File: config.mk
export PLATFORM = sky130hd
export DESIGN_NAME = lcd_sync_gen
export DESIGN_NICKNAME = d
export VERILOG_FILES = /design/src/rtl/lcd_sync_pkg.sv /design/src/rtl/lcd_shadow_reg.sv /design/src/rtl/lcd_pos_cnt.sv /design/src/rtl/lcd_pulse_gen.sv /design/src/rtl/lcd_window.sv /design/src/rtl/lcd_sync_gen.sv
export SDC_FILE = /design/constraint.sdc
export NUM_CORES = 1
export LEC_CHECK = 0
export BUFFER_PORTS_ARGS = -buffer_cell sky130_fd_sc_hd__buf_4
export CAP_MARGIN = 10
export CORE_UTILIZATION = 61
export DETAILED_ROUTE_END_ITERATION = 8
export PLACE_DENSITY = 0.82
export SETUP_SLACK_MARGIN = 0.5
export SYNTH_ARGS = -nofsm -noshare
export SYNTH_HDL_FRONTEND = slang
export SYNTH_HIERARCHICAL = 1
export SYNTH_SLANG_ARGS = --single-unit
File: constraint.sdc
create_clock -name clk -period 7.5 [get_ports clk]
set_input_delay 0.375 -clock clk [delete_from_list [all_inputs] [get_ports clk]]
set_output_delay 0.375 -clock clk [all_outputs]
set_load 0.05 [all_outputs]
File: src/rtl/lcd_sync_pkg.sv
package lcd_sync_pkg;
  localparam int unsigned LCD_HW = 12;
  localparam int unsigned LCD_VW = 11;
  localparam int unsigned LCD_FW = 20;
endpackage

File: src/rtl/lcd_shadow_reg.sv
module lcd_shadow_reg #(
  parameter int unsigned W = 8
) (
  input  logic         clk,
  input  logic         rst_n,
  input  logic         load,
  input  logic [W-1:0] d,
  output logic [W-1:0] q
);
  always_ff @(posedge clk or negedge rst_n) begin
    if (!rst_n)    q <= '0;
    else if (load) q <= d;
  end
endmodule

File: src/rtl/lcd_pos_cnt.sv
module lcd_pos_cnt #(
  parameter int unsigned HW = 12,
  parameter int unsigned VW = 11
) (
  input  logic          clk,
  input  logic          rst_n,
  input  logic          clr,
  input  logic          step,
  input  logic [HW-1:0] line_len,
  input  logic [VW-1:0] frame_lines,
  output logic [HW-1:0] h_q,
  output logic [VW-1:0] v_q,
  output logic [HW-1:0] h_nxt,
  output logic [VW-1:0] v_nxt,
  output logic          frame_end
);
  logic line_end;

  always_comb begin
    line_end  = (h_q == line_len - HW'(1));
    frame_end = line_end && (v_q == frame_lines - VW'(1));
    h_nxt     = line_end ? '0 : h_q + HW'(1);
    if (!line_end)      v_nxt = v_q;
    else if (frame_end) v_nxt = '0;
    else                v_nxt = v_q + VW'(1);
  end

  always_ff @(posedge clk or negedge rst_n) begin
    if (!rst_n) begin
      h_q <= '0;
      v_q <= '0;
    end else if (clr) begin
      h_q <= '0;
      v_q <= '0;
    end else if (step) begin
      h_q <= h_nxt;
      v_q <= v_nxt;
    end
  end


  h_range_chk: assert property (@(posedge clk) disable iff (!rst_n)
    (line_len == '0) || (h_q < line_len));


  h_step_chk: assert property (@(posedge clk) disable iff (!rst_n)
    (step && !clr && !line_end) |=> (h_q == $past(h_q) + HW'(1)));
endmodule

File: src/rtl/lcd_pulse_gen.sv
module lcd_pulse_gen #(
  parameter int unsigned W = 12
) (
  input  logic         clk,
  input  logic         rst_n,
  input  logic         clr,
  input  logic         step,
  input  logic [W-1:0] period,
  input  logic [W-1:0] width,
  output logic         pulse
);
  logic [W-1:0] cnt_q;

  always_ff @(posedge clk or negedge rst_n) begin
    if (!rst_n)      cnt_q <= '0;
    else if (clr)    cnt_q <= '0;
    else if (step)   cnt_q <= (cnt_q >= period - W'(1)) ? '0 : cnt_q + W'(1);
  end

  assign pulse = (cnt_q < width);


  period_chk: assert property (@(posedge clk) disable iff (!rst_n)
    (period == '0) || (cnt_q < period));
endmodule

File: src/rtl/lcd_window.sv
module lcd_window #(
  parameter int unsigned HW = 12,
  parameter int unsigned VW = 11
) (
  input  logic [HW-1:0] h,
  input  logic [VW-1:0] v,
  input  logic [HW-1:0] h_delay,
  input  logic [HW-1:0] h_active,
  input  logic [VW-1:0] v_delay,
  input  logic [VW-1:0] v_active,
  output logic          active,
  output logic [HW-1:0] x,
  output logic [VW-1:0] y
);
  logic [HW:0] hoff;
  logic [VW:0] voff;
  logic        h_in, v_in;

  always_comb begin
    hoff   = {1'b0, h} - {1'b0, h_delay};
    voff   = {1'b0, v} - {1'b0, v_delay};
    h_in   = !hoff[HW] && (hoff[HW-1:0] < h_active);
    v_in   = !voff[VW] && (voff[VW-1:0] < v_active);
    active = h_in && v_in;
    x      = active ? hoff[HW-1:0] : '0;
    y      = active ? voff[VW-1:0] : '0;
  end


  always_comb begin
    win_idx_chk: assert (!active || ((x < h_active) && (y < v_active)));
  end
endmodule

File: src/rtl/lcd_sync_gen.sv
module lcd_sync_gen
  import lcd_sync_pkg::*;
#(
  parameter int unsigned HW = LCD_HW,
  parameter int unsigned VW = LCD_VW,
  parameter int unsigned FW = LCD_FW
) (
  input  logic          clk,
  input  logic          rst_n,
  input  logic          enable,
  input  logic          pix_en,
  input  logic [HW-1:0] line_len,
  input  logic [VW-1:0] frame_lines,
  input  logic [HW-1:0] hs_period,
  input  logic [HW-1:0] hs_width,
  input  logic [FW-1:0] vs_period,
  input  logic [FW-1:0] vs_width,
  input  logic [HW-1:0] h_delay,
  input  logic [HW-1:0] h_active,
  input  logic [VW-1:0] v_delay,
  input  logic [VW-1:0] v_active,
  output logic          fs1_o,
  output logic          fs2_o,
  output logic          dvalid_o,
  output logic [HW-1:0] pix_x_o,
  output logic [VW-1:0] pix_y_o,
  output logic          req_o
);
  localparam int unsigned CW = 5*HW + 3*VW + 2*FW;

  logic          run_q;
  logic [CW-1:0] cfg_in, cfg_q, cfg_nx;
  logic          frame_end, shadow_load, cnt_step, pulse_clr;
  logic [HW-1:0] h_q, h_nxt;
  logic [VW-1:0] v_q, v_nxt;

  logic [HW-1:0] s_line, s_hper, s_hwid, s_hdel, s_hact;
  logic [VW-1:0] s_lines, s_vdel, s_vact;
  logic [FW-1:0] s_vper, s_vwid;
  logic [HW-1:0] n_line, n_hper, n_hwid, n_hdel, n_hact;
  logic [VW-1:0] n_lines, n_vdel, n_vact;
  logic [FW-1:0] n_vper, n_vwid;

  logic          hs_pulse, vs_pulse, cur_act, nxt_act;
  logic [HW-1:0] cur_x, nxt_x;
  logic [VW-1:0] cur_y, nxt_y;

  always_ff @(posedge clk or negedge rst_n) begin
    if (!rst_n) run_q <= 1'b0;
    else        run_q <= enable;
  end

  assign cfg_in = {line_len, hs_period, hs_width, h_delay, h_active,
                   frame_lines, v_delay, v_active, vs_period, vs_width};

  assign shadow_load = !run_q || (pix_en && frame_end);
  assign cnt_step    = run_q && pix_en;
  assign pulse_clr   = !run_q || (pix_en && frame_end);

  lcd_shadow_reg #(.W(CW)) u_shadow (
    .clk(clk), .rst_n(rst_n), .load(shadow_load), .d(cfg_in), .q(cfg_q)
  );

  assign {s_line, s_hper, s_hwid, s_hdel, s_hact,
          s_lines, s_vdel, s_vact, s_vper, s_vwid} = cfg_q;

  // Settings in force for the slot after this one
  assign cfg_nx = frame_end ? cfg_in : cfg_q;
  assign {n_line, n_hper, n_hwid, n_hdel, n_hact,
          n_lines, n_vdel, n_vact, n_vper, n_vwid} = cfg_nx;

  lcd_pos_cnt #(.HW(HW), .VW(VW)) u_pos (
    .clk(clk), .rst_n(rst_n), .clr(!run_q), .step(cnt_step),
    .line_len(s_line), .frame_lines(s_lines),
    .h_q(h_q), .v_q(v_q), .h_nxt(h_nxt), .v_nxt(v_nxt),
    .frame_end(frame_end)
  );

  lcd_pulse_gen #(.W(HW)) u_fs1 (
    .clk(clk), .rst_n(rst_n), .clr(pulse_clr), .step(cnt_step),
    .period(s_hper), .width(s_hwid), .pulse(hs_pulse)
  );

  lcd_pulse_gen #(.W(FW)) u_fs2 (
    .clk(clk), .rst_n(rst_n), .clr(pulse_clr), .step(cnt_step),
    .period(s_vper), .width(s_vwid), .pulse(vs_pulse)
  );

  lcd_window #(.HW(HW), .VW(VW)) u_win_cur (
    .h(h_q), .v(v_q), .h_delay(s_hdel), .h_active(s_hact),
    .v_delay(s_vdel), .v_active(s_vact),
    .active(cur_act), .x(cur_x), .y(cur_y)
  );

  lcd_window #(.HW(HW), .VW(VW)) u_win_nxt (
    .h(h_nxt), .v(v_nxt), .h_delay(n_hdel), .h_active(n_hact),
    .v_delay(n_vdel), .v_active(n_vact),
    .active(nxt_act), .x(nxt_x), .y(nxt_y)
  );

  assign fs1_o    = run_q && hs_pulse;
  assign fs2_o    = run_q && vs_pulse;
  assign dvalid_o = run_q && cur_act;
  assign pix_x_o  = run_q ? cur_x : '0;
  assign pix_y_o  = run_q ? cur_y : '0;
  assign req_o    = run_q && nxt_act;


  off_quiet_chk: assert property (@(posedge clk) disable iff (!rst_n)
    !$past(enable) |-> !(fs1_o || fs2_o || dvalid_o || req_o));


  start_align_chk: assert property (@(posedge clk) disable iff (!rst_n)
    (enable && !run_q) |=>
      ((fs1_o == ($past(hs_width) != '0)) && (fs2_o == ($past(vs_width) != '0))));


  req_lead_chk: assert property (@(posedge clk) disable iff (!rst_n)
    (req_o && pix_en && enable) |=> dvalid_o);


  hold_chk: assert property (@(posedge clk) disable iff (!rst_n)
    (run_q && enable && !pix_en) |=>
      $stable({fs1_o, fs2_o, dvalid_o, pix_x_o, pix_y_o}));
endmodule

-- After elaboration in Yosys (flattened, before gate mapping)
Index checks and enable logic that the tools add are counted.
- input port bits: 137
- bits in registers: 189
- output and inout port bits: 27
- reductions and logical operators: 20
- muxes and demuxes: 18
- add/sub/neg operators: 12
- eq/ne operators: 3
- $lt $le $gt $ge: 8
- operator list (cell ; count):
    $mux W97 ; 1
    $mux W12 ; 8
    $mux W11 ; 6
    $mux W20 ; 3
    $lt A12 B12 Y1 ; 3
    $sub A12 B12 Y13 ; 2
    $add A12 B1 Y12 const B ; 2
    $sub A11 B11 Y12 ; 2
    $sub A12 B1 Y12 const B ; 2
    $lt A11 B11 Y1 ; 2
    $add A20 B1 Y20 const B ; 1
    $ge A20 B20 Y1 ; 1
    $lt A20 B20 Y1 ; 1
    $sub A20 B1 Y20 const B ; 1
    $logic_and A1 B1 Y1 ; 13
    $eq A12 B12 Y1 ; 1
    $ge A12 B12 Y1 ; 1
    $add A11 B1 Y11 const B ; 1
    $eq A11 B11 Y1 ; 1
    $sub A11 B1 Y11 const B ; 1
    $logic_not A1 Y1 ; 5
    $ne A2 B1 Y1 const B ; 1
    $reduce_bool A2 Y1 ; 1
    $logic_or A1 B1 Y1 ; 1

-- Logic depth before layout (Yosys ltp)
- word-level depth: 10
- mapped depth: 29
- depth with buffers taken out: 26

-- By module
The synthesis kept the hierarchy.
- by module, submodules not included (module ; area an instance (um^2) ; times used ; cells an instance):
    lcd_shadow_reg ; 5220.0 ; 1 ; 281
    lcd_window ; 1727.9 ; 2 ; 244
    lcd_pulse_gen (u_fs2) ; 2386.0 ; 1 ; 285
    lcd_pos_cnt ; 2371.0 ; 1 ; 319
    lcd_pulse_gen (u_fs1) ; 1351.3 ; 1 ; 159
    lcd_sync_gen ; 902.1 ; 1 ; 85

-- Worst setup path before layout
Ideal clock, no wire load.
- path type: flip-flop to output port
- start: register u_shadow.q[62]
- end: output port req_o
- setup slack: 598 ps
- required time: 7125 ps
- data arrival time: 6527 ps
- stages on the path, launching flop included: 30
- path through: dfrtp_1 > inv_1 > ha_1 > nor4b_1 > nand2_1 > mux2i_1 > o31a_1 > o211ai_1 > clkbuf_1 > nor2_1 > buf_6 > buf_6 > mux2_4 > ha_1 > inv_1 > fa_1 > a21o_1 > a2111oi_0 > o21ai_1 > a21oi_1 > xnor2_1 > ha_1 > and4_4 > a211o_1 > a221o_1 > nor3_2 > nand4_2 > inv_2 > buf_6 > and2_1
- elaborated cells on any way between the ends: 16
- those cells by class: add/sub: 3; order compare: 2; eq/ne: 1; mux: 3; reduce/logical: 7
- RTL lines (what ; RTL line ; text):
    start, declared ; lcd_shadow_reg.sv:8 ; output logic [W-1:0] q
    start signal, assigned ; lcd_shadow_reg.sv:11 ; if (!rst_n) q <= '0;
    start signal, assigned ; lcd_shadow_reg.sv:12 ; else if (load) q <= d;
    $sub A11 B1 Y11 (*) ; lcd_pos_cnt.sv:21 ; frame_end = line_end && (v_q == frame_lines - VW'(1));
    $eq A11 B11 Y1 (*) ; lcd_pos_cnt.sv:21 ;
    $logic_and A1 B1 Y1 (*) ; lcd_pos_cnt.sv:21 ;
    named net frame_end ; lcd_sync_gen.sv:33 ; logic frame_end, shadow_load, cnt_step, pulse_clr;
    $mux W97 (*) ; lcd_sync_gen.sv:68 ; assign cfg_nx = frame_end ? cfg_in : cfg_q;
    named net cfg_nx[51] ; lcd_sync_gen.sv:32 ; logic [CW-1:0] cfg_in, cfg_q, cfg_nx;
    $sub A11 B11 Y12 (*) ; lcd_window.sv:21 ; voff = {1'b0, v} - {1'b0, v_delay};
    $lt A11 B11 Y1 / $logic_not A1 Y1 (equally long branches) ; lcd_window.sv:23 ; v_in = !voff[VW] && (voff[VW-1:0] < v_active);
    $logic_and A1 B1 Y1 (*) ; lcd_window.sv:23 ;
    $logic_and A1 B1 Y1 (*) ; lcd_window.sv:24 ; active = h_in && v_in;
    named net nxt_act ; lcd_sync_gen.sv:44 ; logic hs_pulse, vs_pulse, cur_act, nxt_act;
    $logic_and A1 B1 Y1 (*) ; lcd_sync_gen.sv:106 ; assign req_o = run_q && nxt_act;
    end, declared ; lcd_sync_gen.sv:27 ; output logic req_o
Mark *: on every way through the listed nets, which the timed path passes. The rest lies on a longest branch.

-- Final worst setup path
- start: register u_shadow.q[122]
- end: output port req_o
- elaborated cells on any way between the ends: 17
- those cells by class: add/sub: 3; order compare: 2; eq/ne: 1; mux: 4; reduce/logical: 7
- RTL lines (what ; RTL line ; text):
    $sub A12 B1 Y12 (*) ; lcd_pos_cnt.sv:20 ; line_end = (h_q == line_len - HW'(1));
    $eq A12 B12 Y1 (*) ; lcd_pos_cnt.sv:20 ;
    $logic_and A1 B1 Y1 (*) ; lcd_pos_cnt.sv:21 ;
    named net frame_end ; lcd_sync_gen.sv:33 ;
    $mux W97 (*) ; lcd_sync_gen.sv:68 ;
    named net cfg_nx[85] ; lcd_sync_gen.sv:32 ;
    $sub A12 B12 Y13 (*) ; lcd_window.sv:20 ; hoff = {1'b0, h} - {1'b0, h_delay};
    $lt A12 B12 Y1 / $logic_not A1 Y1 (equally long branches) ; lcd_window.sv:22 ; h_in = !hoff[HW] && (hoff[HW-1:0] < h_active);
    $logic_and A1 B1 Y1 (*) ; lcd_window.sv:22 ;
    $logic_and A1 B1 Y1 (*) ; lcd_window.sv:24 ;
    named net nxt_act ; lcd_sync_gen.sv:44 ;
    $logic_and A1 B1 Y1 (*) ; lcd_sync_gen.sv:106 ;
Marked as above.

==> out/results.ini <==
[outcome]
status = finished with violations
violations = hold timing

[placed_design]
dp_slack_ns = 0.4984
place.gp.congestion = 0.9476
numPortBuffers = 163
dp.cells = 2043
placed_area_um2 = 16940
dp_hpwl_um = 28830

[clock_network]
clock_sinks = 189
htreeDepth = 4
cts_tree = built
path_clk_slew_ns = 0.08
cts_max_path_buffers = 2
numCtsBuffers = 17
clkLatencyLatePin_ns = 0.46
cts_root_buf = clkbuf_16

[min_path]
min_path_type = input port to asynchronous set/reset pin

[timing]
relSlewSlack = 0.2858
worst_pin_slew_ns = 1.071
drv_slew = 0
min_period_over_period = 0.9047
setup_viol = 0
setup_tns_ns = 0
whs_ns = -0.004192
period_needed_ns = 6.785
fin_ws_ns = 0.7149
hold_viol_final = 2
grt_setup_unrepaired = true
clock.fmax_ghz = 0.1474
skew_ns = 0.02069

[job]
cap_viol_max_count = 0

[power]
p_leak_nw = 8.559
power.total_mw = 2.913
p_per_area_nw_per_um2 = 163.5
ir_drop_mv = 0.1302

[setup_path]
reg2regPathDepth = 19
endpoint_kind = output pin
cp_max_fo = 10
arrival_ns = 6.41
path_buf_inv = 5
cpMostUsedCell = ha_1
path_delay_family = simple AND/OR/NAND/NOR gates
path_class = flip-flop to output pin
crit_path_start_kind = flip-flop
r2r_slack_ns = 2.28
slowest_stage = or4_4
critPathRequiredTime_ns = 7.12
critical_path_cell_count = 27
crit_path_max_incr_delay_ns = 0.55

[floorplan]
die_w_um = 161.6
design.core.area_um2 = 25110
die_height_um = 161.6
placementRows = 58
initial_core_util = 0.6188
die_area_um2 = 26120
ios = 164

[final_layout]
final_area_um2 = 17820
postLayoutCoreUtil = 0.7097
fillers = 1905
drive_above_1_share = 0.2645
finalNonFillerCells = 2088
multi_input_area_um2 = 9978
fin_nets = 2044
antennaDiodeCount = 0
regArea_um2 = 4731
syn_to_final_growth_pct = 14.69

[global_route]
grt_pass1_wl_um = 62370
antenna_found_initial = 0
grtUsageTotal = 0.2991
grt_pass1_vias = 12630
grt_overflow = 0
grt_max_degree = 113

[routing]
drt_iter0_drc = 784
drtAntennaViolNets = 0
first_pass_iters = 6
wl_um = 39140
wl_per_cell_um = 18.74
drc = 0
vias = 12570
viasPerCell = 6.021

[yosys]
netlist_area_um2 = 15540
netlist_instances = 1593
ys_warn_count = 6
syn_area_per_cell_um2 = 9.754
syn_nets = 1892

[flip-flops by register name, indices dropped and copies added, names as in the netlist]
name,count
u_pos/h_q,12
u_fs1/cnt_q,12
run_q,1
u_fs2/cnt_q,20
u_pos/v_q,11
u_shadow/q,133
[worst register-to-register path, delay by kind of cell, from the launching register on]
kind | cells | cell delay [ns]
flip-flops | 1 | 0.43
AND/OR/NAND/NOR | 4 | 0.65
AO/OA/AOI/OAI | 6 | 2.60
multiplexers | 1 | 0.15
adder cells (fa/ha/maj) | 1 | 0.22
buffers and inverters | 7 | 1.07
[cell usage in the layout (no fill, tap or decap), types with 6 or more instances in the layout]
cell type / instances
a211oi_1: 7
a21boi_1: 6
a21o_1: 28
a21oi_1: 80
a21oi_2: 12
a221o_1: 6
a31oi_1: 13
and2_1: 57
and3_1: 12
buf_4: 179
clkbuf_16: 18
dfrtp_1: 188
ha_1: 155
inv_1: 165
mux2_2: 82
mux2_4: 99
nand2_1: 92
nand2b_1: 12
nand3_1: 55
nand4_1: 31
nor2_1: 60
nor3_1: 18
nor4_1: 11
o2111ai_1: 6
o211ai_1: 10
o21ai_0: 36
o21ai_1: 16
o21bai_1: 6
o22ai_1: 7
o311ai_0: 6
o31ai_1: 9
or2_2: 7
or3_1: 15
or4_1: 12
or4b_1: 6
xnor2_1: 69
xor2_1: 38
[repair_timing]
item,CTS,global route
setup endpoints to repair,1,1
buffers inserted,4,8
hold buffers,0,0
pin swaps,1,22
resized for setup,7,29
cloned,0,1
[layer usage]
layer | vias to the layer above | global-route usage | part of all wire
met1 | 6017 | 0.3703 | 0.43
li1 | 6000 | - | -
met2 | 463 | 0.5092 | 0.48
met3 | 91 | 0.05573 | 0.056
met4 | 0 | 0.1282 | 0.036
met5 | - | 0 | 0
[layout make-up]
cell class / count / area share
Multi-Input combinational cell: 1183 / 0.5599
Clock buffer: 19 / 0.02485
Inverter: 168 / 0.03539
Sequential cell: 189 / 0.2655
Tap cell: 330 / 0.02317
Timing Repair Buffer: 186 / 0.08285
Clock inverter: 13 / 0.008355
[where the power goes]
group | internal (mW) | switching, mW
registers | 1.10 | 0.0903
clock network | 0.456 | 0.476
logic | 0.398 | 0.397
total | 1.95 | 0.963
[path summary, 6_finish.rpt]
check | endpoint | from
hold / removal | u_shadow/q[81] | rst_n
setup / recovery | req_o | u_shadow/q[122]
max in group asynchronous | u_pos/v_q[3] | rst_n
min in group clk | run_q | enable
hold reg to reg | u_shadow/q[15] | u_shadow/q[15]
setup reg to reg | u_fs2/cnt_q[9] | u_shadow/q[62]
Power figures use the tool's default switching activity.
